`src/rtl/fseq_pkg.sv`:
```
// Shared types for the field output sequencer.
// Assumes: a 2-bit coding type, with code 00 reserved.
package fseq_pkg;
    localparam int PTYPE_W  = 2;
    localparam int MAX_FLDS = 3;

    typedef enum logic [PTYPE_W-1:0] {
        PT_RSVD = 2'b00,
        PT_I    = 2'b01,
        PT_P    = 2'b10,
        PT_B    = 2'b11
    } pic_type_e;

    typedef struct packed {
        logic      is_field;
        logic      bottom;
        logic      tff;
        logic      rff;
        pic_type_e ptype;
    } pic_desc_t;
endpackage

```
`src/rtl/fseq_desc_slot.sv`:
```
// Single-entry descriptor holder. It takes a descriptor only while empty
// and empties when the field generator reports the picture's last field.
// Assumes: release_i is only asserted while loaded.
module fseq_desc_slot
    import fseq_pkg::*;
(
    input  logic      clk,
    input  logic      rst_n,
    input  logic      in_valid,
    input  pic_desc_t in_desc,
    input  logic      release_i,
    output logic      in_ready,
    output logic      accept_o,
    output logic      loaded,
    output pic_desc_t desc_q
);
    assign in_ready = !loaded;
    assign accept_o = in_valid && in_ready;

    // Purpose: load on acceptance, clear after the last field.
    always_ff @(posedge clk) begin
        if (!rst_n) begin
            loaded <= 1'b0;
            desc_q <= '0;
        end else if (accept_o) begin
            loaded <= 1'b1;
            desc_q <= in_desc;
        end else if (release_i) begin
            loaded <= 1'b0;
        end
    end

    assert_hold_while_busy_R9: assert property (@(posedge clk) disable iff (!rst_n)
        (loaded && !release_i) |=> (loaded && $stable(desc_q)));
endmodule

```
`src/rtl/fseq_pair_check.sv`:
```
// Structure checker run on every accepted descriptor. It tracks an open field
// pair and flags flag misuse, equal parity, bad type pairing, or a frame
// that breaks into an open pair.
// Assumes: accept_i is a single-cycle qualifier for desc_i.
module fseq_pair_check
    import fseq_pkg::*;
(
    input  logic      clk,
    input  logic      rst_n,
    input  logic      accept_i,
    input  pic_desc_t desc_i,
    output logic      fmt_error
);
    logic      pend;
    logic      pend_bottom;
    pic_type_e pend_type;
    logic      bad_now;

    function automatic logic type_ok(input pic_type_e first, input pic_type_e second);
        case (first)
            PT_I:    return (second == PT_I) || (second == PT_P);
            PT_P:    return second == PT_P;
            PT_B:    return second == PT_B;
            default: return 1'b0;
        endcase
    endfunction

    // Purpose: combine all structure rules for the descriptor being accepted.
    always_comb begin
        bad_now = 1'b0;
        if (desc_i.is_field) begin
            if (desc_i.tff || desc_i.rff)
                bad_now = 1'b1;
            if (pend && ((desc_i.bottom == pend_bottom) || !type_ok(pend_type, desc_i.ptype)))
                bad_now = 1'b1;
        end else if (pend) begin
            bad_now = 1'b1;
        end
    end

    // Purpose: track the open pair and register the error pulse.
    always_ff @(posedge clk) begin
        if (!rst_n) begin
            pend        <= 1'b0;
            pend_bottom <= 1'b0;
            pend_type   <= PT_RSVD;
            fmt_error   <= 1'b0;
        end else begin
            fmt_error <= accept_i && bad_now;
            if (accept_i) begin
                pend        <= desc_i.is_field && !pend;
                pend_bottom <= desc_i.bottom;
                pend_type   <= desc_i.ptype;
            end
        end
    end

    assert_err_follows_accept_R6: assert property (@(posedge clk) disable iff (!rst_n)
        fmt_error |-> $past(accept_i));
    assert_frame_closes_pair_R12: assert property (@(posedge clk) disable iff (!rst_n)
        (accept_i && !desc_i.is_field) |=> !pend);
endmodule

```
`src/rtl/fseq_field_gen.sv`:
```
// Field emitter. On every tick it emits the next field of the loaded picture,
// or repeats the last field when nothing is loaded.
// Assumes: ticks are at least two cycles apart, so a freed slot can reload.
module fseq_field_gen
    import fseq_pkg::*;
(
    input  logic      clk,
    input  logic      rst_n,
    input  logic      tick,
    input  logic      loaded,
    input  pic_desc_t desc,
    output logic      release_o,
    output logic      fld_valid,
    output logic      fld_bottom,
    output logic      pic_done,
    output logic      underflow
);
    localparam int CNT_W = $clog2(MAX_FLDS);

    logic [CNT_W-1:0] idx;
    logic [CNT_W-1:0] n_flds;
    logic             first_bot;
    logic             cur_bot;
    logic             is_last;

    // Purpose: derive field count, first parity and the current field.
    always_comb begin
        first_bot = desc.is_field ? desc.bottom : !desc.tff;
        if (desc.is_field)
            n_flds = CNT_W'(1);
        else if (desc.rff)
            n_flds = CNT_W'(3);
        else
            n_flds = CNT_W'(2);
        is_last = (idx == n_flds - CNT_W'(1));
        cur_bot = (idx == CNT_W'(1)) ? !first_bot : first_bot;
    end

    assign release_o = tick && loaded && is_last;

    // Purpose: advance the field index and register the field outputs per tick.
    always_ff @(posedge clk) begin
        if (!rst_n) begin
            idx        <= '0;
            fld_valid  <= 1'b0;
            fld_bottom <= 1'b0;
            pic_done   <= 1'b0;
            underflow  <= 1'b0;
        end else begin
            fld_valid <= tick;
            pic_done  <= release_o;
            underflow <= tick && !loaded;
            if (tick && loaded) begin
                fld_bottom <= cur_bot;
                idx        <= is_last ? '0 : idx + CNT_W'(1);
            end
        end
    end

    assert_repeat_on_underflow_R11: assert property (@(posedge clk) disable iff (!rst_n)
        (tick && !loaded) |=> (underflow && fld_valid && !pic_done && $stable(fld_bottom)));
    assert_done_with_last_R10: assert property (@(posedge clk) disable iff (!rst_n)
        release_o |=> (pic_done && fld_valid));
    assert_second_opposite_R3: assert property (@(posedge clk) disable iff (!rst_n)
        (tick && loaded && idx == CNT_W'(1)) |=> (fld_bottom != $past(fld_bottom)));
    assert_idx_hold_R9: assert property (@(posedge clk) disable iff (!rst_n)
        !tick |=> $stable(idx));
endmodule

```
`src/rtl/field_seq.sv`:
```
// Field output sequencer top. It wires the descriptor slot, the structure
// checker and the field emitter together.
// Assumes: field_tick is a single-cycle pulse from the video timing logic.
module field_seq
    import fseq_pkg::*;
(
    input  logic       clk,
    input  logic       rst_n,
    input  logic       pic_valid,
    output logic       pic_ready,
    input  logic       pic_is_field,
    input  logic       pic_bottom,
    input  logic       pic_tff,
    input  logic       pic_rff,
    input  logic [1:0] pic_type,
    input  logic       field_tick,
    output logic       fld_valid,
    output logic       fld_bottom,
    output logic       pic_done,
    output logic       underflow,
    output logic       fmt_error
);
    pic_desc_t in_desc;
    pic_desc_t cur_desc;
    logic      accept;
    logic      loaded;
    logic      release_w;

    // Purpose: pack the descriptor pins into the shared struct.
    always_comb begin
        in_desc.is_field = pic_is_field;
        in_desc.bottom   = pic_bottom;
        in_desc.tff      = pic_tff;
        in_desc.rff      = pic_rff;
        in_desc.ptype    = pic_type_e'(pic_type);
    end

    fseq_desc_slot u_slot (
        .clk       (clk),
        .rst_n     (rst_n),
        .in_valid  (pic_valid),
        .in_desc   (in_desc),
        .release_i (release_w),
        .in_ready  (pic_ready),
        .accept_o  (accept),
        .loaded    (loaded),
        .desc_q    (cur_desc)
    );

    fseq_pair_check u_check (
        .clk       (clk),
        .rst_n     (rst_n),
        .accept_i  (accept),
        .desc_i    (in_desc),
        .fmt_error (fmt_error)
    );

    fseq_field_gen u_gen (
        .clk        (clk),
        .rst_n      (rst_n),
        .tick       (field_tick),
        .loaded     (loaded),
        .desc       (cur_desc),
        .release_o  (release_w),
        .fld_valid  (fld_valid),
        .fld_bottom (fld_bottom),
        .pic_done   (pic_done),
        .underflow  (underflow)
    );

    assert_valid_after_tick_R9: assert property (@(posedge clk) disable iff (!rst_n)
        fld_valid |-> $past(field_tick));
endmodule

```
`config.mk`:
```
export PLATFORM = sky130hd
export DESIGN_NAME = field_seq
export DESIGN_NICKNAME = d
export VERILOG_FILES = /design/src/rtl/fseq_pkg.sv /design/src/rtl/fseq_desc_slot.sv /design/src/rtl/fseq_pair_check.sv /design/src/rtl/fseq_field_gen.sv /design/src/rtl/field_seq.sv
export SDC_FILE = /design/constraint.sdc
export NUM_CORES = 1
export LEC_CHECK = 0
export ABC_CLOCK_PERIOD_IN_PS = 3250
export BUFFER_PORTS_ARGS = -buffer_cell sky130_fd_sc_hd__clkbuf_2
export CORE_AREA = 10 10 57 59
export CTS_BUF_LIST = sky130_fd_sc_hd__clkbuf_2 sky130_fd_sc_hd__clkbuf_4 sky130_fd_sc_hd__clkbuf_8
export DETAILED_ROUTE_END_ITERATION = 10
export DIE_AREA = 0 0 67 69
export PLACE_DENSITY = 0.53
export SLEW_MARGIN = 20
export SYNTH_ARGS = -nofsm -noshare
export SYNTH_HDL_FRONTEND = slang
export SYNTH_SLANG_ARGS = --single-unit
export TNS_END_PERCENT = 100
```
`constraint.sdc`:
```
create_clock -name clk -period 3.25 [get_ports clk]
set_input_delay 0.975 -clock clk [delete_from_list [all_inputs] [get_ports clk]]
set_output_delay 0.975 -clock clk [all_outputs]
set_load 0.02 [all_outputs]
```
==> reports/metrics.yaml <==
synthesis:
  syn_nets: 88
  synth_seq_area_share_pct: 42.2
  postSynthCellCount: 75
  synth_area_um2: 712
  yosysWarnings: 0
  synth_top_cell_area_share_pct: 42.2
  synth-seq-cells: 15
  synth_top_family_by_area: "simple AND/OR/NAND/NOR gates"
  synthSimpleGateAreaFrac_pct: 20.9
  synthAdderAreaFrac_pct: 5.27
  synth.largest_area_cell: "dfxtp_1"
  synth_compound_area_share_pct: 16.7
  ys_top_cells_by_area: "dfxtp_1, mux2i_1, nor2b_1"
  synth_mux_area_share_pct: 9.84
  synth_cell_type_count: 28
  synth_xor_area_share_pct: 1.23
  syn-mean-instance-area_um2: 9.49
global_routing:
  grt_max_degree: 15
  grt_overflow: 0
  grt_pass1_wl_mm: 2.42
  grt_pass1_vias: 549
  grt_use_total_pct: 6.49
  grt_antenna_before_repair: 0
hold_path:
  min_from: "u_check.pend"
  whs_path_depth: 2
  min_to: "u_check.pend"
  hold_class: "reg -> reg"
setup_path:
  path_cells: "inv_1 > clkbuf_2"
  cp_max_fo: 6
  critPathKind: "reg -> out"
  reg2reg_setup_slack_ns: 1.81
  r2r_start: "u_slot.loaded"
  cp.required_ns: 2.27
  slowest_stage: "dfxtp_1"
  end_kind: "primary output"
  timing.rr.end: "u_slot.desc_q[3]"
  crit_arrival_ns: 0.93
  max_stage_delay_ns: 0.43
  start_kind: "flop"
  r2r_cells: 3
floorplan:
  pin_count: 16
  die_area_um2: 4620
  coreArea_um2: 2150
  die_height_um: 69
  start_util_pct: 33.1
  fp.dieW_um: 67
  rows: 17
clock_tree:
  cts_max_level: 1
  post_cts_buffers: 0
  cts.path.max_buffers: 2
  clk_latency_ns: 0.27
  cts_hold_buffers: 0
  cts-root-buf: "clkbuf_4"
  cts_tree: "done"
  clkTransAtPathRegs_ns: 0.09
  cts_sinks: 15
  ctsResizeCount: 0
  cts_buffers: 3
detailed_routing:
  postRouteAntennaNets: 0
  route.detailed.drc: 0
  via_count: 592
  wl_mm: 1.49
  routedWlPerCell_um: 12.4
  dr.pass1.iters: 4
  avgViaCountPerCell: 4.93
  drt_iter0_markers: 34
final_layout:
  layout.nets: 106
  multiInputGateArea_um2: 384
  antennaDiodeCount: 0
  layout_common_cells: "clkbuf_2, dfxtp_1, nor2b_1"
  regArea_um2: 300
  drive_above_1_share_pct: 20.7
  final_area_um2: 843
  syn_to_final_growth_pct: 18.5
  final_util_pct: 39.3
  fillerInstances: 223
sta:
  max_freq_mhz: 524
  fin_skew_ns: 0.00153
  tightest_slew_ns: 0.815
  finalSetupViolCount: 0
  setup_slack_ns: 1.34
  tns_ns: 0
  hold_violations: 0
  period_minus_slack_ns: 1.91
  maxSlewViolCount: 0
  finalCritPeriodShare_pct: 58.7
  slew_headroom_pct: 45.6
  rsz0062_at_grt: "no"
placed_design:
  place.gp.congestion: 0.722
  post-place-ws_ns: 1.09
  portBuffers: 15
  dp_hpwl_mm: 1.13
  placed_cell_area_um2: 813
job:
  drv_cap: 0
status:
  outcome: "finished clean"
power_and_ir_drop:
  power.leakage_nw: 0.351
  peakVddDrop_uv: 192
  p_per_area_nw_per_um2: 447
[area by class of cell]
class | count | area share, %
repair buffers | 15 | 8.90
inverters | 5 | 2.23
well taps | 28 | 4.15
flip-flops and latches | 15 | 35.6
multi-input cells | 53 | 45.5
clock buffers | 4 | 3.56
[how the worst max path moves through the flow]
stage / from / endpoint / slack [ns] / cells after the start
global placement: pic_valid / u_slot.desc_q[3] / 1.09 / 4
global route: u_slot.loaded / pic_ready / 1.28 / 2
CTS: u_slot.loaded / pic_ready / 1.35 / 2
detailed placement: pic_valid / u_check.pend_type[0] / 1.09 / 4
finish: u_slot.loaded / pic_ready / 1.34 / 2
floorplan: pic_type[0] / u_check.fmt_error / 1.61 / 5
[worst max-delay path, delay by kind of cell (launching register included)]
| family | cells | cell delay, ns |
|---|---|---|
| buffers and inverters | 2 | 0.24 |
| flip-flops | 1 | 0.43 |
[sequential cells by signal (all words and copies together), names as in the netlist]
name / count
u_slot.desc_q: 3
u_check.pend_type: 2
u_gen.idx: 2
u_check.fmt_error: 1
u_check.pend: 1
u_check.pend_bottom: 1
u_gen.fld_bottom: 1
u_gen.fld_valid: 1
u_gen.pic_done: 1
u_gen.underflow: 1
u_slot.loaded: 1
[power by group]
part           switching, mW  total (mW)  leakage (nW)  internal, mW
logic                 0.0307      0.0584         0.209        0.0277
clock network         0.0585       0.114        0.0184        0.0558
registers            0.00962       0.204         0.123         0.195
[cells by family (layout without fill, tap and decap cells)]
| family | Yosys count | in the layout |
|---|---|---|
| flip-flops | 15 | 15 |
| XOR/XNOR | 1 | 1 |
| AND/OR/NAND/NOR | 25 | 25 |
| buffers and inverters | 7 | 24 |
| adder cells (fa/ha/maj) | 3 | 3 |
| AO/OA/AOI/OAI | 17 | 17 |
| multiplexers | 7 | 7 |
[routing by layer]
layer | GRT usage [%] | share of wire (%) | wire, um | vias up
li1 | - | - | - | 302
met1 | 7.51 | 46 | 686 | 278
met2 | 9.73 | 46 | 687 | 10
met3 | 2.58 | 6.8 | 101 | 2
met4 | 3.62 | 1.1 | 17 | 0
met5 | 0 | 0 | 0 | -
[cells in the mapped netlist]
cell and number:
buf_2 1, ha_1 3, o31ai_1 1, mux2i_1 7, and3_1 1, a31oi_1 1, nand2_1 5, nand3b_1 1
and4_1 1, clkbuf_1 1, xnor2_1 1, o311a_1 1, or2_0 1, o211ai_1 2, or3b_1 1, a21boi_0 2
nand2b_1 3, and2_1 3, o21ai_0 3, a21oi_1 2, inv_1 5, o2111ai_1 1, nor2b_1 8, dfxtp_1 15
a211oi_1 1, a221oi_1 1, nand3_1 1, o21a_1 2
[through the flow]
stage          power [mW]  hold slack [ns]  std cells
2_1_floorplan       0.247            0.464         75
3_3_place_gp        0.267            0.485        116
3_5_place_dp        0.267            0.496        116
4_1_cts             0.382            0.511        120
5_1_grt             0.398            0.555        120
6_report            0.377            0.514        120
Note: power is estimated with default switching activity, not from simulation.
